File: config.mk
export PLATFORM = sky130hd
export DESIGN_NAME = ingress_retimer
export DESIGN_NICKNAME = d
export VERILOG_FILES = /design/src/rtl/ingress_retimer.sv
export SDC_FILE = /design/constraint.sdc
export NUM_CORES = 1
export LEC_CHECK = 0
export BUFFER_PORTS_ARGS = -buffer_cell sky130_fd_sc_hd__buf_2
export CAP_MARGIN = 20
export CORE_MARGIN = 2
export CORE_UTILIZATION = 44
export CTS_CLUSTER_DIAMETER = 40
export DETAILED_ROUTE_END_ITERATION = 12
export GPL_TIMING_DRIVEN = 0
export HOLD_SLACK_MARGIN = 0.1
export PLACE_DENSITY = 0.73
export SLEW_MARGIN = 0
export SYNTH_ARGS = -nofsm -noshare
export SYNTH_HDL_FRONTEND = slang
export SYNTH_SLANG_ARGS = --single-unit
File: constraint.sdc
create_clock -name clk -period 3.8 [get_ports clk]
set_input_delay 0.38 -clock clk [delete_from_list [all_inputs] [get_ports clk]]
set_output_delay 0.38 -clock clk [all_outputs]
set_load 0.01 [all_outputs]
File: src/rtl/ingress_retimer.sv
module ingress_retimer #(
  parameter int W         = 8,
  parameter int STEP      = 5,
  parameter int TAPS      = 3,
  parameter int FRAME_LEN = 6480,
  parameter int SW_LAT    = 270,
  parameter int MARGIN    = 64
) (
  input  logic         clk,
  input  logic         rst_n,
  input  logic [W-1:0] top_in,
  input  logic [W-1:0] bot_in,
  input  logic [1:0]   dly_sel,
  input  logic         dly_post,
  input  logic         cascade_off,
  input  logic         out_align,
  input  logic         sys_sync,
  output logic [W-1:0] top_cap,
  output logic [W-1:0] bot_cap,
  output logic [W-1:0] top_sys,
  output logic [W-1:0] bot_sys,
  output logic         sys_oe,
  output logic         in_fp,
  output logic         out_fp,
  output logic         sync_lost
);
  localparam int DW    = 2 * W;
  localparam int DEPTH = STEP * TAPS;
  localparam int LIMIT = FRAME_LEN + MARGIN;
  localparam int PW    = $clog2(LIMIT + 1);
  localparam int IN_OFS = FRAME_LEN - SW_LAT;

  logic [DW-1:0] din, dl_in, dl_out, cap_in, sys_data;
  logic [DW-1:0] pipe [STEP];
  logic [DW-1:0] line [DEPTH];

  assign din    = {top_in, bot_in};
  assign dl_in  = dly_post ? pipe[STEP-1] : din;
  assign cap_in = dly_post ? din : dl_out;

  always_comb begin
    dl_out = dl_in;
    for (int k = 1; k <= TAPS; k++)
      if (dly_sel == 2'(k)) dl_out = line[k*STEP-1];
  end

  always_ff @(posedge clk) begin
    if (!rst_n) begin
      for (int i = 0; i < DEPTH; i++) line[i] <= '0;
      for (int i = 0; i < STEP; i++) pipe[i] <= '0;
    end else begin
      line[0] <= dl_in;
      for (int i = 1; i < DEPTH; i++) line[i] <= line[i-1];
      pipe[0] <= cap_in;
      for (int i = 1; i < STEP; i++) pipe[i] <= pipe[i-1];
    end
  end

  assign sys_data           = dly_post ? dl_out : pipe[STEP-1];
  assign {top_cap, bot_cap} = pipe[0];
  assign sys_oe             = ~cascade_off;
  assign {top_sys, bot_sys} = sys_oe ? sys_data : '0;

  logic [PW-1:0] ph, wd, phase_now, in_pos, out_pos;
  logic live;

  assign phase_now = sys_sync ? '0 : ph;
  assign live      = sys_sync | ~sync_lost;
  assign in_pos    = out_align ? PW'(IN_OFS) : '0;
  assign out_pos   = out_align ? '0 : PW'(SW_LAT);
  assign in_fp     = live && (phase_now == in_pos);
  assign out_fp    = live && (phase_now == out_pos);

  always_ff @(posedge clk) begin
    if (!rst_n) begin
      ph        <= '0;
      wd        <= '0;
      sync_lost <= 1'b1;
    end else begin
      if (sys_sync)                      ph <= PW'(1);
      else if (ph == PW'(FRAME_LEN - 1)) ph <= '0;
      else                               ph <= ph + 1'b1;
      if (sys_sync)               wd <= PW'(1);
      else if (wd != PW'(LIMIT))  wd <= wd + 1'b1;
      if (sys_sync)                   sync_lost <= 1'b0;
      else if (wd == PW'(LIMIT - 1))  sync_lost <= 1'b1;
    end
  end

  initial begin
    assert_lat_fits_R6: assert (SW_LAT > 0 && SW_LAT < FRAME_LEN);
  end

  assert_post_capture_R4: assert property (@(posedge clk) disable iff (!rst_n)
    dly_post |=> {top_cap, bot_cap} == $past({top_in, bot_in}));

  assert_in_aligned_R6: assert property (@(posedge clk) disable iff (!rst_n)
    (sys_sync && !out_align) |-> (in_fp && !out_fp));

  assert_out_aligned_R6: assert property (@(posedge clk) disable iff (!rst_n)
    (sys_sync && out_align) |-> (out_fp && !in_fp));

  assert_lost_gates_R8: assert property (@(posedge clk) disable iff (!rst_n)
    (sync_lost && !sys_sync) |-> (!in_fp && !out_fp));

  assert_sync_clears_R8: assert property (@(posedge clk) disable iff (!rst_n)
    sys_sync |=> !sync_lost);

  assert_bus_off_R5: assert property (@(posedge clk) disable iff (!rst_n)
    cascade_off |-> (top_sys == '0 && bot_sys == '0));

  assert_pulse_period_R7: assert property (@(posedge clk) disable iff (!rst_n)
    (in_fp && !sys_sync && !out_align) |-> $past(sys_sync) == 1'b0);
endmodule

After elaboration in Yosys (flattened, before gate mapping)
Memory sizes are Yosys's and may differ from the RTL's.
Cells that the tools add are included.
{"block": "classes", "eq_ne": 8, "bitwise_logic": 24, "muxes": 38, "addsub": 2, "n_reduce_logical": 6}
{"cell": "$mux W16", "count": 27}
{"cell": "$add A13 B1 Y13 const B", "count": 2}
{"cell": "$eq A13 B13 Y1 const B", "count": 2}
{"cell": "$mux W13", "count": 2}
{"cell": "$or A1 B1 Y1", "count": 21}
{"cell": "$eq A13 B13 Y1", "count": 1}
{"cell": "$eq A13 B9 Y1", "count": 1}
{"cell": "$ne A13 B13 Y1 const B", "count": 1}
{"cell": "$mux W9", "count": 1}
{"cell": "$mux W1", "count": 8}
{"cell": "$eq A2 B2 Y1 const B", "count": 2}
{"cell": "$reduce_bool A2 Y1", "count": 2}
{"cell": "$not A1 Y1", "count": 3}
{"cell": "$reduce_or A3 Y1", "count": 1}
{"cell": "$eq A2 B1 Y1 const B", "count": 1}
{"cell": "$logic_and A1 B1 Y1", "count": 2}
{"cell": "$reduce_or A2 Y1", "count": 1}
{"block": "word_totals", "mem_bits_rw": 320, "input_bits": 24, "n_memories": 2, "regBits": 27, "output_inout_bits": 36}
{"memory": "line", "depth": 15, "word_bits": 16, "read_ports": 15, "rd_ports_with_merged_regs": 0, "write_ports": 15, "line_no": "35", "rtl": "logic [DW-1:0] line [DEPTH];"}
{"memory": "pipe", "depth": 5, "word_bits": 16, "read_ports": 5, "rd_ports_with_merged_regs": 0, "write_ports": 5, "line_no": "34", "rtl": "logic [DW-1:0] pipe [STEP];"}

Depth between registers and ports, before layout
An unclocked memory read counts as a cell.
{"block": "logic_depth", "word_depth": 7, "ltp_mapped": 6, "ltp_nobuf": 6}

Least setup slack after synthesis
Ideal clock, no wire load.
{"block": "synth_timing", "kind": "input-to-output", "startpoint": "input dly_post", "endpoint": "output top_sys[2]", "n_path_buf": 2, "arrival_time_ns": 1.430, "setup_slack_ns": 1.990, "cell_stages": 6, "cell_sequence": "buf_2 > buf_4 > mux2i_1 > o21ai_0 > nand2b_1 > a311oi_1"}
{"block": "synth_via", "elab_chain_cells": 6}
{"item": "start, declared", "line_no": "14", "rtl": "input logic dly_post,"}
{"item": "$mux W16", "line_no": "38", "rtl": "assign dl_in = dly_post ? pipe[STEP-1] : din;"}
{"item": "$mux W16 (3 in series)", "line_no": "44", "rtl": "if (dly_sel == 2'(k)) dl_out = line[k*STEP-1];"}
{"item": "$mux W16 (*)", "line_no": "59", "rtl": "assign sys_data = dly_post ? dl_out : pipe[STEP-1];"}
{"item": "$mux W16 (*)", "line_no": "62", "rtl": "assign {top_sys, bot_sys} = sys_oe ? sys_data : '0;"}
{"item": "end, declared", "line_no": "20", "rtl": "output logic [W-1:0] top_sys,"}
Mark *: on every way between the ends. The rest lies on a longest branch, timed or not.

Final worst setup path
{"block": "layout_timing", "startpoint": "input dly_post", "endpoint": "output bot_sys[1]"}
{"block": "layout_via", "elab_chain_cells": 6}
{"item": "$mux W16", "line_no": "38"}
{"item": "$mux W16 (3 in series)", "line_no": "44"}
{"item": "$mux W16 (*)", "line_no": "59"}
{"item": "$mux W16 (*)", "line_no": "62"}
{"item": "end, declared", "line_no": "21", "rtl": "output logic [W-1:0] bot_sys,"}
Marks and branches as above.

==> flow_summary_export.csv <==
group,metric,value,unit
outcome,status,"finished clean",
setup_path,crit_arrival,2.26,ns
floorplanning,die_width,162.3,um
setup_path,criticalPathCategory,"in -> out",
power,p_leak,5.313,nW
grt,grt_usage,0.1757,
synth,postSynthAreaPerCell,10.96,um^2
cts,htree_levels,2,
final_layout,finalNonFillerCells,1449,
final_layout,nNetsFinal,1126,
cts,cts.sinks,347,
power,ir_drop,341.2,uV
synth,yosys.cell_types.count,40,
grt,grt_max_degree,16,
floorplanning,start_util,0.4507,
timing,fin_crit_sh,0.6935,
setup_path,crit_required,3.42,ns
setup_path,worst_setup_path_end_kind,"output pin",
synth,synth_largest_area_cell,"dfxtp_1",
final_layout,area_growth,17.35,%
timing,setup_viol_count_final,0,
synth,synth_edf_count,0,
setup_path,slowest_stage,"a311oi_1",
timing,max_freq,0.3794,GHz
timing,fin_hold_ws,0.1628,ns
timing,rsz0062_at_grt,"no",
place,numPortBuffers,55,
timing,period_needed,2.635,ns
timing,fin_tns_setup,0,ns
synth,synth-warning-count,0,
floorplanning,dieArea,0.02634,mm^2
grt,grtUsageMet3,0.04545,
final_layout,drive_gt1_frac,0.1422,
final_layout,fillers,2088,
synth,synthArstFlopShare,0,
detailed_routing,drc,0,
grt,grt_use_met2,0.2809,
floorplanning,ios,60,
synth,syn-cell-area,0.01102,mm^2
synth,ys_seq_area_frac,0.6301,
timing,skew,0.01800,ns
cts,cts_tree,"done",
place,post-dp-hpwl,16180,um
final_layout,diodes,0,
detailed_routing,ant_nets,0,
detailed_routing,routedWlPerCell,15.72,um
final_layout,stdcell_area,0.01294,mm^2
grt,grt-busiest-layer,"met2",
place,dp.cells,1385,
synth,ys_ff_latch,347,
synth,synth_top_area_share,0.6301,
grt,first_global_vias,6681,
detailed_routing,wirelength,22770,um
setup_path,crit_buf_inv,4,
timing,maxSlewHeadroom,0.5525,
cts,cts_buffer_depth,3,
setup_path,cp_common_cell,"buf_2",
synth,postSynthNetCount,1033,
detailed_routing,vias,6856,
place,dpl_cell_area,0.01171,mm^2
floorplanning,core,0.02446,mm^2
grt,antenna_found_initial,0,
grt,use_met1,0.2303,
flow_run,drv_cap,0,
hold_path,hold_path.class,"in -> reg",
detailed_routing,drt_pass1_iterations,5,
cts,path_clk_slew,0.06,ns
grt,grt-ovfl-total,0,
cts,cts_hold_buf,0,
setup_path,start_kind,"input pin",
final_layout,fin_util,0.5289,
detailed_routing,avgViaCountPerCell,4.732,
place,routabilityCongestion,0.8627,
cts,clock_latency,0.51,ns
cts,postCtsSetupBuffers,0,
cts,cts-root-buf,"clkbuf_16",
timing,hold_viol,0,
setup_path,cp_cell_sequence,"buf_2 -> buf_4 -> clkbuf_1 -> nor2_1 -> a311oi_1 -> buf_2",
detailed_routing,drtIter0Drc,550,
synth,netlist_instances,1006,
synth,synth_most_common_cell,"dfxtp_1",
grt,grt_pass1_wl,35360,um
setup_path,critPathMaxFanout,10,
timing,finalMaxSlewViolations,0,
cts,cts_resized,0,
setup_path,cp_top_family,"buffers and inverters",
synth,ys_top_cells_by_area,"dfxtp_1 (63%), and2_1 (16%), clkbuf_1 (1.6%)",
synth,synthFlopType,"dfxtp_1",
power,p_per_area,582.6,mW/mm^2
setup_path,max_stage_delay,0.59,ns
floorplanning,rows,57,
floorplanning,dieHeight,162.3,um
cts,cts_buffers,36,
synth,synthTopCellsByCount,"dfxtp_1 (347), and2_1 (289), clkbuf_1 (48), nor2_1 (43), nand2_1 (36)",
timing,tightest_slew,0.6713,ns
[stage by stage]
stage | power (mW) | setup slack [ns]
floorplan | 3.941 | 1.990
global placement | 4.045 | 1.243
detailed placement | 4.050 | 1.248
CTS | 7.595 | 1.248
global route | 7.791 | 1.147
finish | 7.537 | 1.165
[path summary, 6_finish.rpt]
| path | from | to | slack (ns) | cells after the start |
|---|---|---|---|---|
| setup reg to reg | ph[1]$_SDFF_PP0_ | ph[10]$_SDFF_PP0_ | 2.23 | 6 |
| hold / removal | sys_sync | sync_lost$_SDFFE_PN1P_ | 0.16 | 2 |
| hold reg to reg | line[0][106]$_SDFF_PN0_ | line[0][122]$_SDFF_PN0_ | 0.42 | 1 |
| setup / recovery | dly_post | bot_sys[1] | 1.16 | 6 |
[cell usage in the layout, fill, tap and decap left out, types with 3 or more instances in the layout]
| cell | instances |
|---|---|
| a311oi_1 | 16 |
| clkbuf_16 | 37 |
| inv_1 | 7 |
| dfxtp_1 | 347 |
| buf_2 | 59 |
| and4_1 | 4 |
| ha_1 | 3 |
| a21oi_1 | 4 |
| nand2b_1 | 18 |
| and2_1 | 289 |
| nor2_1 | 43 |
| xnor2_1 | 8 |
| xor2_1 | 12 |
| nor2b_1 | 17 |
| clkinv_2 | 4 |
| nand4_1 | 8 |
| clkbuf_8 | 6 |
| buf_6 | 4 |
| o21ai_0 | 35 |
| clkinv_4 | 3 |
| mux2i_1 | 17 |
| buf_4 | 18 |
| or3_1 | 3 |
| nand2_1 | 36 |
| nand3_1 | 10 |
| and3_1 | 3 |
| clkbuf_1 | 55 |
| a31oi_1 | 17 |
| mux2_2 | 16 |
| bufinv_16 | 4 |
[flip-flops by register name, indices dropped and copies added (netlist names)]
| signal | count |
|---|---|
| wd | 13 |
| sync_lost | 1 |
| pipe | 80 |
| line | 240 |
| ph | 13 |
[cell type report]
cell class	count	area [um^2]	area share
Inverter	7	26.28	0.002031
Clock buffer	50	1035	0.07998
Tap cell	324	405.4	0.03133
Clock inverter	14	197.7	0.01528
Multi-Input combinational cell	577	3667	0.2835
Sequential cell	347	6947	0.5369
Buffer	75	384.1	0.02969
Timing Repair Buffer	55	275.3	0.02128
[worst register-to-register path: stages, from the launching register on]
cell	delay, ns
dfxtp_1	0.36
ha_1	0.25
and4_1	0.20
and4b_1	0.20
or2_4	0.25
buf_6	0.14
nor2_1	0.10
[power by group]
group	switching, mW	total, mW	internal, mW
registers	0.0204	3.71	3.69
clock network	1.38	3.56	2.19
logic	0.165	0.266	0.101
total	1.56	7.54	5.97
[cells by family (layout without fill, tap and decap cells)]
family	after synthesis	count (layout)	share of synthesized area
compound gates	77	77	0.04483
xor+xnor	20	20	0.01589
fa+ha+maj	3	3	0.003405
buf+inv	82	201	0.03723
flops	347	347	0.6301
mux	33	33	0.03178
simple gates	444	444	0.2368
[per-layer routing]
| metal | vias to the layer above | wire [um] | part of all wire |
|---|---|---|---|
| li1 | 3399 | - | - |
| met1 | 3196 | 10060 | 0.44 |
| met2 | 224 | 10400 | 0.46 |
| met3 | 37 | 1739 | 0.076 |
| met4 | 0 | 579 | 0.025 |
| met5 | - | 0 | 0 |
No activity file was read; power rests on OpenSTA's default activity.
